File: src/rtl/sdram_bringup_pkg.sv
`timescale 1ns/1ps
package sdram_bringup_pkg;

    typedef enum logic [2:0] {
        ST_HOLD,
        ST_PREA,
        ST_WAIT_RP,
        ST_REF,
        ST_WAIT_RC,
        ST_MRS,
        ST_WAIT_RSC,
        ST_READY
    } init_state_e;

    typedef struct packed {
        logic cs_n;
        logic ras_n;
        logic cas_n;
        logic we_n;
    } sdram_cmd_t;

    localparam sdram_cmd_t CMD_NOP  = '{cs_n: 1'b0, ras_n: 1'b1, cas_n: 1'b1, we_n: 1'b1};
    localparam sdram_cmd_t CMD_PREA = '{cs_n: 1'b0, ras_n: 1'b0, cas_n: 1'b1, we_n: 1'b0};
    localparam sdram_cmd_t CMD_REF  = '{cs_n: 1'b0, ras_n: 1'b0, cas_n: 1'b0, we_n: 1'b1};
    localparam sdram_cmd_t CMD_MRS  = '{cs_n: 1'b0, ras_n: 1'b0, cas_n: 1'b0, we_n: 1'b0};

endpackage

File: src/rtl/sdram_wait_timer.sv
`timescale 1ns/1ps
module sdram_wait_timer #(
    parameter int CNT_W     = 8,
    parameter int RESET_VAL = 0
) (
    input  logic             clk,
    input  logic             rst_n,
    input  logic             load,
    input  logic [CNT_W-1:0] load_val,
    output logic             expired
);

    typedef struct packed {
        logic [CNT_W-1:0] cnt;
    } timer_s;

    timer_s t_d, t_q;

    always_comb begin
        t_d = t_q;
        if (load) begin
            t_d.cnt = load_val;
        end else if (t_q.cnt != '0) begin
            t_d.cnt = t_q.cnt - 1'b1;
        end
    end

    always_ff @(posedge clk or negedge rst_n) begin
        if (!rst_n) begin
            t_q.cnt <= CNT_W'(RESET_VAL);
        end else begin
            t_q <= t_d;
        end
    end

    assign expired = (t_q.cnt == '0);

    // the count never moves upward unless it is reloaded
    AST_TIMER_NO_RISE: assert property (@(posedge clk) disable iff (!rst_n)
        !$past(load) |-> (t_q.cnt <= $past(t_q.cnt)));

endmodule

File: src/rtl/sdram_cmd_encode.sv
`timescale 1ns/1ps
module sdram_cmd_encode
    import sdram_bringup_pkg::*;
#(
    parameter int         ADDR_W  = 11,
    parameter logic [2:0] MODE_BL = 3'b011,
    parameter logic       MODE_BT = 1'b0,
    parameter logic [2:0] MODE_CL = 3'b011
) (
    input  init_state_e       state,
    output logic              cke,
    output sdram_cmd_t        cmd,
    output logic              ba,
    output logic [ADDR_W-1:0] addr,
    output logic [1:0]        dqm
);

    localparam int                PRE_ALL_BIT = 10;
    localparam logic [ADDR_W-1:0] MODE_WORD   = ADDR_W'({MODE_CL, MODE_BT, MODE_BL});

    always_comb begin
        cke  = 1'b1;
        cmd  = CMD_NOP;
        ba   = 1'b0;
        addr = '0;
        dqm  = 2'b11;
        case (state)
            ST_PREA: begin
                cmd               = CMD_PREA;
                addr[PRE_ALL_BIT] = 1'b1;
            end
            ST_REF:   cmd = CMD_REF;
            ST_MRS: begin
                cmd  = CMD_MRS;
                addr = MODE_WORD;
            end
            ST_READY: dqm = 2'b00;
            default:  cmd = CMD_NOP;
        endcase
    end

endmodule

File: src/rtl/sdram_bringup.sv
`timescale 1ns/1ps
module sdram_bringup
    import sdram_bringup_pkg::*;
#(
    parameter int         ADDR_W    = 11,
    parameter int         HOLD_CYC  = 25000,
    parameter int         T_RP      = 3,
    parameter int         T_RC      = 9,
    parameter int         T_RSC     = 2,
    parameter int         REF_COUNT = 2,
    parameter logic [2:0] MODE_BL   = 3'b011,
    parameter logic       MODE_BT   = 1'b0,
    parameter logic [2:0] MODE_CL   = 3'b011
) (
    input  logic              clk,
    input  logic              rst_n,
    output logic              mem_cke,
    output logic              mem_cs_n,
    output logic              mem_ras_n,
    output logic              mem_cas_n,
    output logic              mem_we_n,
    output logic              mem_ba,
    output logic [ADDR_W-1:0] mem_addr,
    output logic [1:0]        mem_dqm,
    output logic              init_done
);

    localparam int MAX_A   = (HOLD_CYC > T_RP) ? HOLD_CYC : T_RP;
    localparam int MAX_B   = (T_RC > T_RSC) ? T_RC : T_RSC;
    localparam int MAX_ALL = (MAX_A > MAX_B) ? MAX_A : MAX_B;
    localparam int CNT_W   = $clog2(MAX_ALL + 1);
    localparam int REF_W   = $clog2(REF_COUNT + 1);
    localparam int GAP_W   = CNT_W + 1;

    localparam logic [CNT_W-1:0] LD_RP  = CNT_W'(T_RP - 2);
    localparam logic [CNT_W-1:0] LD_RC  = CNT_W'(T_RC - 2);
    localparam logic [CNT_W-1:0] LD_RSC = CNT_W'(T_RSC - 2);
    localparam logic [REF_W-1:0] REF_LAST = REF_W'(REF_COUNT);

    typedef struct packed {
        init_state_e      st;
        logic [REF_W-1:0] refs;
    } seq_s;

    seq_s             s_d, s_q;
    logic             tmr_load;
    logic [CNT_W-1:0] tmr_val;
    logic             tmr_expired;
    sdram_cmd_t       cmd_w;

    sdram_wait_timer #(
        .CNT_W    (CNT_W),
        .RESET_VAL(HOLD_CYC - 1)
    ) u_timer (
        .clk     (clk),
        .rst_n   (rst_n),
        .load    (tmr_load),
        .load_val(tmr_val),
        .expired (tmr_expired)
    );

    always_comb begin
        s_d      = s_q;
        tmr_load = 1'b0;
        tmr_val  = '0;
        case (s_q.st)
            ST_HOLD:     if (tmr_expired) s_d.st = ST_PREA;
            ST_PREA: begin
                tmr_load = 1'b1;
                tmr_val  = LD_RP;
                s_d.st   = ST_WAIT_RP;
            end
            ST_WAIT_RP:  if (tmr_expired) s_d.st = ST_REF;
            ST_REF: begin
                tmr_load = 1'b1;
                tmr_val  = LD_RC;
                s_d.refs = s_q.refs + 1'b1;
                s_d.st   = ST_WAIT_RC;
            end
            ST_WAIT_RC: begin
                if (tmr_expired) begin
                    s_d.st = (s_q.refs == REF_LAST) ? ST_MRS : ST_REF;
                end
            end
            ST_MRS: begin
                tmr_load = 1'b1;
                tmr_val  = LD_RSC;
                s_d.st   = ST_WAIT_RSC;
            end
            ST_WAIT_RSC: if (tmr_expired) s_d.st = ST_READY;
            default:     s_d.st = ST_READY;
        endcase
    end

    always_ff @(posedge clk or negedge rst_n) begin
        if (!rst_n) begin
            s_q.st   <= ST_HOLD;
            s_q.refs <= '0;
        end else begin
            s_q <= s_d;
        end
    end

    sdram_cmd_encode #(
        .ADDR_W (ADDR_W),
        .MODE_BL(MODE_BL),
        .MODE_BT(MODE_BT),
        .MODE_CL(MODE_CL)
    ) u_encode (
        .state(s_q.st),
        .cke  (mem_cke),
        .cmd  (cmd_w),
        .ba   (mem_ba),
        .addr (mem_addr),
        .dqm  (mem_dqm)
    );

    assign mem_cs_n  = cmd_w.cs_n;
    assign mem_ras_n = cmd_w.ras_n;
    assign mem_cas_n = cmd_w.cas_n;
    assign mem_we_n  = cmd_w.we_n;
    assign init_done = (s_q.st == ST_READY);

    // ---------------- checker state: command spacing observed at the pins
    logic [GAP_W-1:0] gap_q;
    logic [REF_W:0]   ref_seen_q;
    logic             pin_nop, pin_prea, pin_ref, pin_mrs;

    assign pin_nop  = (cmd_w == CMD_NOP);
    assign pin_prea = (cmd_w == CMD_PREA);
    assign pin_ref  = (cmd_w == CMD_REF);
    assign pin_mrs  = (cmd_w == CMD_MRS);

    always_ff @(posedge clk or negedge rst_n) begin
        if (!rst_n) begin
            gap_q      <= '0;
            ref_seen_q <= '0;
        end else begin
            if (!pin_nop)           gap_q <= '0;
            else if (gap_q != '1)   gap_q <= gap_q + 1'b1;
            if (pin_ref)            ref_seen_q <= ref_seen_q + 1'b1;
        end
    end

    AST_PREA_AFTER_HOLD: assert property (@(posedge clk) disable iff (!rst_n)
        pin_prea |-> (gap_q == GAP_W'(HOLD_CYC)) && mem_addr[10]);
    AST_FIRST_REF_GAP: assert property (@(posedge clk) disable iff (!rst_n)
        (pin_ref && ref_seen_q == '0) |-> (gap_q == GAP_W'(T_RP - 1)));
    AST_REF_SPACING: assert property (@(posedge clk) disable iff (!rst_n)
        (pin_ref && ref_seen_q != '0) |-> (gap_q == GAP_W'(T_RC - 1)));
    AST_MRS_AFTER_REFS: assert property (@(posedge clk) disable iff (!rst_n)
        pin_mrs |-> (ref_seen_q == (REF_W+1)'(REF_COUNT)) && (gap_q == GAP_W'(T_RC - 1)));
    AST_DONE_STICKY: assert property (@(posedge clk) disable iff (!rst_n)
        init_done |=> init_done);
    AST_DONE_QUIET: assert property (@(posedge clk) disable iff (!rst_n)
        init_done |-> pin_nop && (mem_dqm == 2'b00));
    AST_MRS_SETTLE: assert property (@(posedge clk) disable iff (!rst_n)
        pin_mrs |=> !init_done);

endmodule

File: config.mk
export PLATFORM = sky130hd
export DESIGN_NAME = sdram_bringup
export DESIGN_NICKNAME = d
export VERILOG_FILES = /design/src/rtl/sdram_bringup_pkg.sv /design/src/rtl/sdram_wait_timer.sv /design/src/rtl/sdram_cmd_encode.sv /design/src/rtl/sdram_bringup.sv
export SDC_FILE = /design/constraint.sdc
export NUM_CORES = 1
export LEC_CHECK = 0
export BUFFER_PORTS_ARGS = -buffer_cell sky130_fd_sc_hd__buf_2
export CORE_AREA = 2 2 48 61
export DETAILED_ROUTE_END_ITERATION = 7
export DIE_AREA = 0 0 50 63
export PLACE_DENSITY = 0.66
export SYNTH_ARGS = -nofsm -noshare
export SYNTH_HDL_FRONTEND = slang
export SYNTH_SLANG_ARGS = --single-unit
File: constraint.sdc
create_clock -name clk -period 2.78 [get_ports clk]
set_input_delay 0.278 -clock clk [delete_from_list [all_inputs] [get_ports clk]]
set_output_delay 0.278 -clock clk [all_outputs]
set_load 0.005 [all_outputs]
==> impl_results.md <==
- FF-to-FF setup slack: 780 ps
- Tightest Hold Check Type: in -> async
- TNS Setup: 0 ps
- TritonCTS clock tree: built
- Initial Util: a little under half
- Diode count: 0
- Max-cap viol count: 0
- Share of the synthesized area in the top cell type: about a quarter
- Final Cell Area: ~1300 um^2
- DRC violation total after the first TritonRoute iteration: 12
- Postcts setup bufs: 0
- Count leader, synth: buf_4
- CP max stage delay: 560 ps
- Post-DP Area: 1230 um^2
- Core area: about 2600 um^2
- Final Net Count: 141
- Power Dens Cells: 420 nW/um^2
- Worst Path Required: roughly 3000 ps
- Area delta synth->final: 6.08%
- Cell family with most CP delay: simple AND/OR/NAND/NOR gates
- Cells on worst reg2reg path: 6
- Total number of vias: ~940
- Filler cells: 244
- Status: completed
- Routed WL: approximately 2.2 mm
- EDFF count, synth: 0
- CTS resizes: 0
- Port buffer count: 12
- Drt wl/cell: roughly 13 um
- Remaining global-route overflow: 0
- # rows: 21
- Crit. path cell count: 6
- Syn. warnings: 0
- Ranking of synthesized cells by area: dfrtp_1 (25%), dfstp_2 (17%), buf_4 (8.0%)
- Slowest library cell on the worst path: dfstp_2
- Total chip power: 0.541 mW
- Longest Clk Path Bufs: 2
- Cells after Synth: ~130
- Clk_skew: approximately 11 ps
- DP Wirelength: 1.62 mm
- Multi-input gate area: between 500 and 600 um^2
- Die Y: between 60 and 70 um
- Largest fanout on the critical path: 8
- Crit path DAT: between 2000 and 2500 ps
- Die width: 50 um
- Clk slew on worst S/H paths: 120 ps
- Seq. cell area: approximately 500 um^2
- Layout cells sized above 1: a little under a quarter
- CTS root buf: clkbuf_4
- CP Cell Sequence: inv_1, ha_1, nor4b_4, and4_1, or4b_1, a21oi_1
- Peak supply drop: 286 uV
- DRC Markers: 0
- Final Cycle Share: 72.0%
- Hold Buf Count CTS: 1
- Synth cell types: 42
- Register area share after synthesis: 42.0%
- H-tree depth: 1
- #FFs+latches synth: 20
- Commonest cells post-synth: buf_4 (13), dfrtp_1 (12), a21oi_1 (10), nand2_1 (10), nor2_1 (9)
- CP Class: reg -> reg
- Number of routed nets with antenna violations: 0
- IO Pins: 22
- Die area: ~3200 um^2
- Initial antenna violation count: 0
- CTS sink count: 20
- Hold WS: 421 ps
- First-pass GRT wire length: 3.98 mm
- Vias in the first global route: 868
- Critical R2R Capture: u_timer.t_q[3]$_DFFE_PN0P_
- Via/cell ratio: between 5 and 6
- Crit path launch type: register
- RD Place Congestion: 0.799
- Crit. End Element: register
- Final setup violation count: 0
- Pin count of the biggest net entering global routing: 21
- DRT Pass-1 Iters: 4
- Syn Std Cell Area: 1210 um^2
- Final Hold Viols: 0
- Share of synthesized registers carrying an async set or reset: between 90% and 100%
- Post-synth top flop: dfrtp_1
- RSZ-0062 raised after global routing: false
- Leading area contributor after synthesis: dfrtp_1
- Syn Area/Cell: between 9 and 10 um^2
- GRT Overall Usage: between 10% and 20%
- Final Slew Violations: 0
- Post-layout min period: roughly 2000 ps
- CP Buf/Inv Count: 1
- P_leak: 0.599 nW
- Reg-to-reg startpoint: u_timer.t_q[0]$_DFFE_PN1P_
- CTS Buf Count: 3
- Peak Freq: 500 MHz
- Worst skew pair latency: between 300 and 400 ps
## metrics by stage
stage | utilization (%) | setup WS, ps | cells
finish | 49.5 | 779 | 170
global route | 49.5 | 642 | 170
CTS | 49.5 | 768 | 170
detailed placement | 47.1 | 785 | 165
global placement | 47.1 | 843 | 165
floorplan | - | 841 | 135
## routing by layer
metal	vias up	GRT usage [%]	wire length (um)
met5	-	0	0
met4	0	7.99	46
met3	6	2.87	81
met2	21	26.8	1180
met1	461	19.8	922
li1	454	-	-
## layout by cell type, fill, tap and decap left out, types with 3 or more instances in the layout
master | Yosys | layout
dfstp_2 | 8 | 8
conb_1 | 2 | 9
nor2b_1 | 3 | 3
nand2_1 | 10 | 10
nand3_1 | 4 | 4
dfrtp_1 | 12 | 12
nor2_1 | 9 | 9
inv_1 | 6 | 6
or3_1 | 4 | 4
a21oi_1 | 10 | 10
clkbuf_4 | 0 | 3
nor3_1 | 3 | 3
o21ai_0 | 7 | 7
buf_2 | 1 | 12
## registers in the layout, summed over array words and instances (netlist names)
| register | count |
|---|---|
| u_timer.t_q | 15 |
| s_q | 5 |
## worst reg2reg max path, cell delays in order, from the launching register on
cell	delay [ps]
dfstp_2	560
inv_1	60
ha_1	240
nor4b_4	160
and4_1	290
or4b_1	490
a21oi_1	160
## where the power goes
| part | leakage, nW | switching, mW | total [mW] | internal [mW] |
|---|---|---|---|---|
| combinational | 0.342 | 0.00846 | 0.00988 | 0.00142 |
| clock | 0.0279 | 0.0936 | 0.240 | 0.146 |
| sequential | 0.229 | 0 | 0.291 | 0.291 |
## worst max path at each step
stage	from	slack (ps)	to
final	u_timer.t_q[0]$_DFFE_PN1P_	780	u_timer.t_q[3]$_DFFE_PN0P_
after global routing	u_timer.t_q[0]$_DFFE_PN1P_	640	u_timer.t_q[13]$_DFFE_PN1P_
after CTS	u_timer.t_q[0]$_DFFE_PN1P_	770	u_timer.t_q[3]$_DFFE_PN0P_
after detailed placement	u_timer.t_q[0]$_DFFE_PN1P_	780	u_timer.t_q[3]$_DFFE_PN0P_
after global placement	u_timer.t_q[0]$_DFFE_PN1P_	840	u_timer.t_q[3]$_DFFE_PN0P_
after floorplan	u_timer.t_q[0]$_DFFE_PN1P_	840	u_timer.t_q[3]$_DFFE_PN0P_
## kinds of logic after synthesis
| kind of cell | Yosys count | share of synthesized area [%] |
|---|---|---|
| and+or+nand+nor | 50 | 25.5 |
| AOI/OAI and AO/OA | 26 | 13.7 |
| other | 2 | 0.618 |
| xor gates and xnor gates | 4 | 2.88 |
| adders and majority gates | 2 | 2.06 |
| DFF | 20 | 42.0 |
| buffers and inverters | 22 | 11.5 |
| muxes | 2 | 1.65 |
## area by class of cell
class / count / share of cell area (%)
sequential: 20 / 39.6
clock buffer: 3 / 1.75
clock inverter: 1 / 2.33
tap: 34 / 3.30
timing repair buffer: 13 / 5.44
multi-input combinational: 93 / 45.8
inverter: 6 / 1.75
No activity file was read; power rests on OpenSTA's default activity.
